### src/rtl/hfx_pkg.sv
package hfx_pkg;
    // Progress of the per-frame octet counter
    typedef enum logic [1:0] {
        CNT_IDLE      = 2'd0,  // outside a frame, octets ignored
        CNT_COLLECT   = 2'd1,  // header octets being gathered
        CNT_SATURATED = 2'd2   // header finished, payload ignored
    } cnt_state_e;

    localparam int unsigned OCTET_W = 8;
endpackage

### src/rtl/hfx_byte_counter.sv
module hfx_byte_counter
    import hfx_pkg::*;
#(
    parameter int unsigned HDR_BYTES = 14,
    localparam int unsigned CNT_W = $clog2(HDR_BYTES + 1)
) (
    input  logic clk,
    input  logic rst_n,
    input  logic in_valid,
    input  logic in_sof,
    input  logic in_eof,
    output logic accept,
    output logic last_byte
);
    typedef struct packed {
        cnt_state_e       state;
        logic [CNT_W-1:0] cnt;
    } cnt_t;

    cnt_t cur_q, nxt_d;

    always_comb begin
        nxt_d     = cur_q;
        accept    = 1'b0;
        last_byte = 1'b0;
        if (in_valid && in_sof) begin
            // a start marker always opens a new frame at octet 0
            accept      = 1'b1;
            nxt_d.state = CNT_COLLECT;
            nxt_d.cnt   = CNT_W'(1);
        end else if (in_valid && cur_q.state == CNT_COLLECT) begin
            accept    = 1'b1;
            nxt_d.cnt = cur_q.cnt + CNT_W'(1);
            if (cur_q.cnt == CNT_W'(HDR_BYTES - 1)) begin
                last_byte   = 1'b1;
                nxt_d.state = CNT_SATURATED;
            end
        end
        // end of frame closes it after the octet of this cycle is taken
        if (in_eof) begin
            nxt_d.state = CNT_IDLE;
        end
    end

    always_ff @(posedge clk) begin
        if (!rst_n) begin
            cur_q <= '{state: CNT_IDLE, cnt: '0};
        end else begin
            cur_q <= nxt_d;
        end
    end
endmodule

### src/rtl/hfx_hdr_shift.sv
module hfx_hdr_shift
    import hfx_pkg::*;
#(
    parameter int unsigned HDR_BYTES = 14,
    localparam int unsigned SHADOW_W = (HDR_BYTES - 1) * OCTET_W,
    localparam int unsigned HDR_W    = HDR_BYTES * OCTET_W
) (
    input  logic               clk,
    input  logic               rst_n,
    input  logic               accept,
    input  logic [OCTET_W-1:0] in_byte,
    output logic [HDR_W-1:0]   hdr_next
);
    logic [SHADOW_W-1:0] shadow_q, shadow_d;

    // the header as it stands if the current octet is the last one
    assign hdr_next = {shadow_q, in_byte};

    always_comb begin
        shadow_d = shadow_q;
        if (accept) begin
            shadow_d = hdr_next[SHADOW_W-1:0];
        end
    end

    always_ff @(posedge clk) begin
        if (!rst_n) begin
            shadow_q <= '0;
        end else begin
            shadow_q <= shadow_d;
        end
    end
endmodule

### src/rtl/hfx_bcast_cmp.sv
module hfx_bcast_cmp
    import hfx_pkg::*;
#(
    parameter int unsigned ADDR_BYTES = 6
) (
    input  logic [ADDR_BYTES*OCTET_W-1:0] addr,
    output logic                          all_ones
);
    logic [ADDR_BYTES-1:0] octet_hit;

    for (genvar g = 0; g < ADDR_BYTES; g++) begin : g_octet
        assign octet_hit[g] = (addr[g*OCTET_W +: OCTET_W] == {OCTET_W{1'b1}});
    end

    assign all_ones = &octet_hit;
endmodule

### src/rtl/hfx_eth_hdr_extract.sv
module hfx_eth_hdr_extract
    import hfx_pkg::*;
#(
    parameter int unsigned ADDR_BYTES = 6,
    parameter int unsigned TYPE_BYTES = 2,
    localparam int unsigned ADDR_W    = ADDR_BYTES * OCTET_W,
    localparam int unsigned TYPE_W    = TYPE_BYTES * OCTET_W,
    localparam int unsigned HDR_BYTES = 2 * ADDR_BYTES + TYPE_BYTES,
    localparam int unsigned HDR_W     = HDR_BYTES * OCTET_W
) (
    input  logic              clk,
    input  logic              rst_n,
    input  logic [7:0]        in_byte,
    input  logic              in_valid,
    input  logic              in_sof,
    input  logic              in_eof,
    output logic [ADDR_W-1:0] dst_addr,
    output logic [ADDR_W-1:0] src_addr,
    output logic [TYPE_W-1:0] eth_type,
    output logic              is_bcast,
    output logic              hdr_done
);
    typedef struct packed {
        logic [ADDR_W-1:0] dst;
        logic [ADDR_W-1:0] src;
        logic [TYPE_W-1:0] typ;
        logic              bcast;
        logic              done;
    } fields_t;

    logic             accept;
    logic             last_byte;
    logic [HDR_W-1:0] hdr_next;
    logic             dst_ones;
    fields_t          out_q, out_d;

    hfx_byte_counter #(.HDR_BYTES(HDR_BYTES)) u_cnt (
        .clk       (clk),
        .rst_n     (rst_n),
        .in_valid  (in_valid),
        .in_sof    (in_sof),
        .in_eof    (in_eof),
        .accept    (accept),
        .last_byte (last_byte)
    );

    hfx_hdr_shift #(.HDR_BYTES(HDR_BYTES)) u_shift (
        .clk      (clk),
        .rst_n    (rst_n),
        .accept   (accept),
        .in_byte  (in_byte),
        .hdr_next (hdr_next)
    );

    hfx_bcast_cmp #(.ADDR_BYTES(ADDR_BYTES)) u_bcast (
        .addr     (hdr_next[HDR_W-1 -: ADDR_W]),
        .all_ones (dst_ones)
    );

    always_comb begin
        out_d      = out_q;
        out_d.done = 1'b0;
        if (last_byte) begin
            out_d.dst   = hdr_next[HDR_W-1 -: ADDR_W];
            out_d.src   = hdr_next[TYPE_W+ADDR_W-1 -: ADDR_W];
            out_d.typ   = hdr_next[TYPE_W-1:0];
            out_d.bcast = dst_ones;
            out_d.done  = 1'b1;
        end
    end

    always_ff @(posedge clk) begin
        if (!rst_n) begin
            out_q <= '0;
        end else begin
            out_q <= out_d;
        end
    end

    assign dst_addr = out_q.dst;
    assign src_addr = out_q.src;
    assign eth_type = out_q.typ;
    assign is_bcast = out_q.bcast;
    assign hdr_done = out_q.done;
endmodule

### config.mk
export PLATFORM = sky130hd
export DESIGN_NAME = hfx_eth_hdr_extract
export DESIGN_NICKNAME = d
export VERILOG_FILES = /design/src/rtl/hfx_pkg.sv /design/src/rtl/hfx_byte_counter.sv /design/src/rtl/hfx_hdr_shift.sv /design/src/rtl/hfx_bcast_cmp.sv /design/src/rtl/hfx_eth_hdr_extract.sv
export SDC_FILE = /design/constraint.sdc
export NUM_CORES = 1
export LEC_CHECK = 0
export ABC_CLOCK_PERIOD_IN_PS = 2600
export CAP_MARGIN = 20
export CORE_UTILIZATION = 35
export CTS_BUF_LIST = sky130_fd_sc_hd__clkbuf_2 sky130_fd_sc_hd__clkbuf_4 sky130_fd_sc_hd__clkbuf_8
export DETAILED_ROUTE_END_ITERATION = 8
export DONT_BUFFER_PORTS = 1
export PLACE_DENSITY = 0.54
export RECOVER_POWER = 50
export REMOVE_ABC_BUFFERS = 1
export SYNTH_ARGS = -nofsm -noshare
export SYNTH_HDL_FRONTEND = slang
export SYNTH_SLANG_ARGS = --single-unit
### constraint.sdc
create_clock -name clk -period 2.6 [get_ports clk]
set_input_delay 0.13 -clock clk [delete_from_list [all_inputs] [get_ports clk]]
set_output_delay 0.13 -clock clk [all_outputs]
set_load 0.01 [all_outputs]
==> metrics.log, run 1 <==
[metrics] unrepaired setup endpoints after global routing: false
[metrics] total via count in the routed design: 6,435
[metrics] worst-path fanout max: 38
[metrics] peak clock frequency supported by timing: 0.426 GHz
[metrics] Total Neg Setup Slack: 0 ns
[metrics] Inserted Diodes: 0
[metrics] maximum number of pins on one net before global-route repair: 176
[metrics] fraction of synthesized cell area taken by the top area cell type: 54.7%
[metrics] Inst Count DP: 1,243
[metrics] sequential share of the synthesized area: 54.7%
[metrics] Crit path required time: 3.05 ns
[metrics] synthesis warning total: 0
[metrics] CTS HTree Levels: 2
[metrics] antenna-violating nets left: 0
[metrics] Finish-stage setup viols: 0
[metrics] Crit. End Element: flip-flop
[metrics] boundary pin count: 127
[metrics] initial core utilization: 36.0%
[metrics] final clock skew: 0.0124 ns
[metrics] first-pass GRT wire length: 32.2 mm
[metrics] hold violation count in the final report: 0
[metrics] final HPWL from detailed placement: 10.5 mm
[metrics] number of global-route vias before repair: 6,284
[metrics] netlist area before placement: 0.00820 mm²
[metrics] Total Wirelength: 19.6 mm
[metrics] row cnt: 55
[metrics] Syn Area/Cell: 8.25 µm²
[metrics] Period Utilization, post-route: 90.3%
[metrics] fraction of final layout cells with drive strength greater than 1: 7.40%
[metrics] hold_ws: 0.0580 ns
[metrics] WL/cell: 14.4 µm
[metrics] static leakage power: 3.57 nW
[metrics] pre-CTS setup slack: 0.824 ns
[metrics] Max rail drop VDD: 0.000448 V
[metrics] outcome: completed
[metrics] leftover overflow at the end of global routing: 0
[metrics] classification of the worst-slack hold path: input port to flip-flop
[metrics] # clock sinks: 224
[metrics] Final Critical Period: 2.35 ns
[metrics] number of synthesized flops with an enable pin: 0
[metrics] DR iter-0 viols: 374
[metrics] detailed-route vias per instance: 4.71
[metrics] Die ar.: 0.0240 mm²
[metrics] number of cells produced by synthesis: 994
[metrics] area grow syn2layout: 19.2%
[metrics] Tot GR Track Use: 16.5%
[metrics] Unique masters post-synth: 28
[metrics] most frequent cell after synthesis: nand2_1
[metrics] die width: 155 µm
[metrics] async set-reset flop share out of synthesis: 0%
[metrics] cts bufs inserted: 40
[metrics] max_slew headroom: 38.4%
[metrics] Finished Layout Cells: 1,367
[metrics] start-to-end type of the worst setup path: flip-flop to flip-flop
[metrics] Yosys top cell by area: dfxtp_1
[metrics] initial antenna violation count: 0
[metrics] clock transition at the registers of the reported paths: 0.06 ns
[metrics] cell types with the highest counts after synthesis: 353 x nand2_1, 224 x dfxtp_1, 111 x a21boi_0
[metrics] clock latency at the later pin of the worst-skew pair: 0.52 ns
[metrics] DRC: 0
[metrics] Buffers on Ports: 0
[metrics] # Max-Cap Violations: 0
[metrics] Worst Tran Pin Value: 0.924 ns
[metrics] synthesis-stage register bit count: 224
[metrics] maximum buffer depth of the clock tree: 3
[metrics] last weighted congestion value of the routability-driven placer: 0.708
[metrics] final slew viol count: 0
[metrics] cell at the root of the clock tree: clkbuf_8
[metrics] final setup margin: 0.252 ns
[metrics] top cells by area in the synthesized netlist: dfxtp_1 55%, nand2_1 16%, a21boi_0 10%, a21oi_1 5.2%, nor2_1 4.1%
[metrics] pwr dens: 707 mW/mm²
[metrics] Arr. time, crit path: 2.80 ns
[metrics] category of the worst setup path launch point: flip-flop
[metrics] core region area: 0.0228 mm²
[metrics] DRT Pass-1 Iters: 4
[metrics] CTS tree: done
[metrics] Die Height: 155 µm
[metrics] predominant post-synthesis flop cell: dfxtp_1
[metrics] net total in the final layout: 1,046
worst paths after layout:
kind | startpoint | endpoint | slack, ns | depth (start not counted)
max | u_cnt.cur_q[5] | u_shift.shadow_q[2] | 0.25 | 6
min reg2reg | u_shift.shadow_q[36] | u_shift.shadow_q[44] | 0.47 | 2
max reg2reg | u_cnt.cur_q[5] | u_shift.shadow_q[2] | 0.25 | 6
min | rst_n | hdr_done | 0.06 | 3
sequential cells by signal, indices dropped and copies added, names as in the netlist:
register          count
u_cnt.cur_q           6
u_shift.shadow_q    104
dst_addr             48
src_addr             48
hdr_done              1
eth_type             16
is_bcast              1
report_power, final:
group	internal, mW	leakage (nW)	switching, mW
registers	3.45	1.80	0.00982
clock network	1.91	0.426	1.35
logic	0.0774	1.34	0.127
placed cells by master, fill, tap and decap left out, types with 3 or more instances in the layout:
cell type	n
dlygate4sd3_1	58
nor2_1	89
a21oi_1	85
clkbuf_8	46
nand2_1	353
a21boi_1	17
dfxtp_1	224
clkbuf_4	15
clkinv_2	3
buf_12	6
nand4_1	14
a21boi_0	115
area by class of cell:
type	count	area (µm²)
multi-input cells	695	3360
flip-flops and latches	224	4480
inverters	2	7.51
well taps	313	392
clock buffers	61	746
repair buffers	68	746
clock inverters	4	45.0
fillers	2297	13000
metal layers:
layer | up-vias | routed length (µm) | GRT usage [%]
met4 | 0 | 398 | 5.89
met2 | 117 | 9010 | 26.5
met3 | 36 | 1170 | 4.74
met5 | - | 0 | 0
li1 | 3296 | - | -
met1 | 2986 | 9070 | 20.9
timing repair:
item | in CTS | in global routing
buffers inserted | 0 | 0
hold buffers | 59 | 0
setup endpoints to repair | 0 | 0
endpoints found under the hold margin | 223 | 0
gates resized for setup | 0 | 0
critical path, stage by stage, from the launching register on:
cell and delay, ns:
dfxtp_1 0.30, and3b_1 0.43, nand2b_4 0.43, buf_12 0.25
nand2_1 0.07, a21boi_0 0.19, dlygate4sd3_1 0.57
per-stage QoR:
step	cell area, µm²	utilization (%)	total power, mW
final	9780	42.9	6.91
after global routing	9780	42.9	7.22
after CTS	9790	43.0	7.05
after detailed placement	8400	36.9	3.66
after global placement	8400	36.9	3.66
after floorplan	7830	-	3.61
cells by family after synthesis:
| kind of cell | count (synthesis) | share of synthesized area (%) |
|---|---|---|
| flops | 224 | 54.7 |
| xor+xnor | 2 | 0.214 |
| compound gates | 221 | 17.7 |
| fa+ha+maj | 2 | 0.305 |
| buf+inv | 75 | 4.64 |
| simple gates | 470 | 22.5 |
Power figures use the tool's default switching activity.
==> run 2: changes to the inputs <==
==> constraint.sdc (replaced) <==
create_clock -name clk -period 2.6 [get_ports clk]
set_input_delay 0.39 -clock clk [delete_from_list [all_inputs] [get_ports clk]]
set_output_delay 0.39 -clock clk [all_outputs]
set_load 0.01 [all_outputs]
==> metrics.log, run 2 (synthesis gave the netlist of run 1 again) <==
[metrics] outcome: completed
[metrics] # clock sinks: 224 (unchanged)
[metrics] category of the worst setup path launch point: flip-flop
[metrics] Period Utilization, post-route: 90.5% (+0.22 points)
[metrics] Max rail drop VDD: 0.000354 V (-21%)
[metrics] # Max-Cap Violations: 0 (unchanged)
[metrics] classification of the worst-slack hold path: input port to flip-flop
[metrics] final setup margin: 0.247 ns (-0.00564 ns)
[metrics] number of global-route vias before repair: 5,870 (-6.6%)
[metrics] DRT Pass-1 Iters: 4 (unchanged)
[metrics] CTS HTree Levels: 2 (unchanged)
[metrics] hold violation count in the final report: 0 (unchanged)
[metrics] Total Neg Setup Slack: 0 ns (unchanged)
[metrics] RR Endpoint: u_shift.shadow_q[5]
[metrics] Buffers on Ports: 0 (unchanged)
[metrics] area grow syn2layout: 13.4%
[metrics] maximum buffer depth of the clock tree: 3 (unchanged)
[metrics] Finished Layout Cells: 1,319 (-3.5%)
[metrics] leftover overflow at the end of global routing: 0 (unchanged)
[metrics] reported net switching power: 1.50 mW (+1.1%)
[metrics] core occupancy in the finished layout: 40.8% (-2.1 points)
[metrics] fraction of final layout cells with drive strength greater than 1: 7.95% (+0.55 points)
[metrics] initial antenna violation count: 0 (unchanged)
[metrics] DRC: 0 (unchanged)
[metrics] reg2reg start: u_cnt.cur_q[5]
[metrics] Die ar.: 0.0240 mm² (unchanged)
[metrics] peak clock frequency supported by timing: 0.425 GHz (-0.24%)
[metrics] Resized cells post-CTS: 0 (unchanged)
[metrics] Internal: 5.56 mW (+2.4%)
[metrics] start-to-end type of the worst setup path: flip-flop to flip-flop
[metrics] WL/cell: 14.4 µm (+0.50%)
[metrics] final HPWL from detailed placement: 10.8 mm (+3.1%)
[metrics] overall power: 7.06 mW (+2.1%)
[metrics] number of flip-flops in the largest register: 104 (unchanged)
[metrics] first-pass GRT wire length: 31.0 mm (-3.6%)
[metrics] max_slew headroom: 33.1% (-5.4 points)
[metrics] last weighted congestion value of the routability-driven placer: 0.738 (+4.2%)
[metrics] Largest Register: u_shift.shadow_q
[metrics] most common cell after layout, fill and taps aside: nand2_1
[metrics] cell at the root of the clock tree: clkbuf_8
[metrics] unrepaired setup endpoints after global routing: false
[metrics] initial core utilization: 36.0% (unchanged)
[metrics] maximum number of pins on one net before global-route repair: 223 (+27%)
[metrics] setup slack, reg-to-reg: 0.25 ns (about the same)
[metrics] boundary pin count: 127 (unchanged)
[metrics] Crit path required time: 3.05 ns (about the same)
[metrics] pre-CTS setup slack: 0.684 ns (-0.140 ns)
[metrics] antenna-violating nets left: 0 (unchanged)
[metrics] cts bufs inserted: 41 (+2.5%)
[metrics] worst min-delay path endpoint: eth_type[3]
[metrics] detailed-route vias per instance: 4.68 (-0.56%)
[metrics] Switching Share: 21.3% (-0.21 points)
[metrics] Die Height: 155 µm (unchanged)
[metrics] commonest cells after routing, fill and taps aside: 353 x nand2_1, 224 x dfxtp_1, 111 x a21boi_0, 89 x nor2_1, 85 x a21oi_1
[metrics] Crit. End Element: flip-flop
[metrics] Finish-stage setup viols: 0 (unchanged)
[metrics] part of the power in the clock network: 49.0% (+1.9 points)
[metrics] clock transition at the registers of the reported paths: 0.06 ns (about the same)
[metrics] CTS tree: done
[metrics] hold_ws: 0.0374 ns (-0.0206 ns)
[metrics] pwr dens: 760 mW/mm² (+7.4%)
[metrics] Worst Tran Pin Value: 1.00 ns (+0.0803 ns)
[metrics] die width: 155 µm (unchanged)
[metrics] DR iter-0 viols: 308 (-18%)
[metrics] depth of the worst register-to-register path: 6 (unchanged)
[metrics] Hold Crit Start: in_byte[3]
[metrics] Inst Count DP: 1,245 (+0.16%)
[metrics] clock latency at the later pin of the worst-skew pair: 0.52 ns (about the same)
[metrics] worst-path fanout max: 59 (+55%)
[metrics] row cnt: 55 (unchanged)
[metrics] buffers inserted by post-CTS timing repair: 0 (unchanged)
[metrics] post-route cell area: 0.00930 mm² (-4.9%)
[metrics] Post-Place Cell Area: 0.00840 mm² (about the same)
[metrics] combinational cell fraction of total power: 2.1% (-0.9 points)
[metrics] Total Wirelength: 19.1 mm (-3.0%)
[metrics] final slew viol count: 0 (unchanged)
[metrics] Inserted Diodes: 0 (unchanged)
[metrics] Arr. time, crit path: 2.81 ns (about the same)
[metrics] sequential share of power: 49.0% (-1.0 points)
[metrics] final clock skew: 0.0162 ns (+0.00378 ns)
[metrics] total via count in the routed design: 6,174 (-4.1%)
[metrics] static leakage power: 3.40 nW (-4.9%)
[metrics] net total in the final layout: 998 (-4.6%)
[metrics] Final Critical Period: 2.35 ns (+0.00564 ns)
[metrics] core region area: 0.0228 mm² (unchanged)
[metrics] Tot GR Track Use: 15.8% (-0.63 points)
[metrics] hold path cells: 2 (-1)
==> run 2: worst max path at each step <==
stage,start,to,slack [ns],cells past startpoint
after floorplan,in_valid,is_bcast,-1.33,4
after CTS,u_cnt.cur_q[5],u_shift.shadow_q[5],0.27,6
after global placement,in_valid,u_shift.shadow_q[13],0.75,5
final,u_cnt.cur_q[5],u_shift.shadow_q[5],0.25,6
after global routing,u_cnt.cur_q[5],u_shift.shadow_q[5],0.13,6
after detailed placement,in_valid,u_shift.shadow_q[30],0.68,5
==> run 2: layout make-up <==
type | count | area (µm²)
tap | 313 | 392
inverter | 2 | 7.51
clock inverter | 7 | 91.3
timing repair buffer | 19 | 208
fill | 2339 | 13500
multi-input combinational | 695 | 3360
clock buffer | 59 | 756
sequential | 224 | 4480
==> run 2: power groups by stage <==
stage	sequential, mW	combinational [mW]	clock (mW)
final	3.46	0.147	3.46
after global routing	3.46	0.158	3.74
after CTS	3.46	0.149	3.59
after detailed placement	3.53	0.137	0
after global placement	3.53	0.137	0
after floorplan	3.53	0.0834	0
==> run 2: timing repair <==
| action | CTS | global route |
|---|---|---|
| setup endpoints to repair | 0 | 0 |
| hold buffers | 8 | 0 |
| endpoints found under the hold margin | 11 | 0 |
==> run 2: critical path, stage by stage (launching register included) <==
cell	delay [ns]
dfxtp_1	0.30
and3b_1	0.44
nand2b_4	0.40
buf_12	0.31
nand2_1	0.08
a21boi_0	0.16
dlygate4sd3_1	0.55
==> run 2: metal layers <==
layer	wire length, µm	GRT usage [%]
met2	8590	24.8
met1	8860	20.5
met5	0	0
met3	1210	5.10
met4	385	5.19
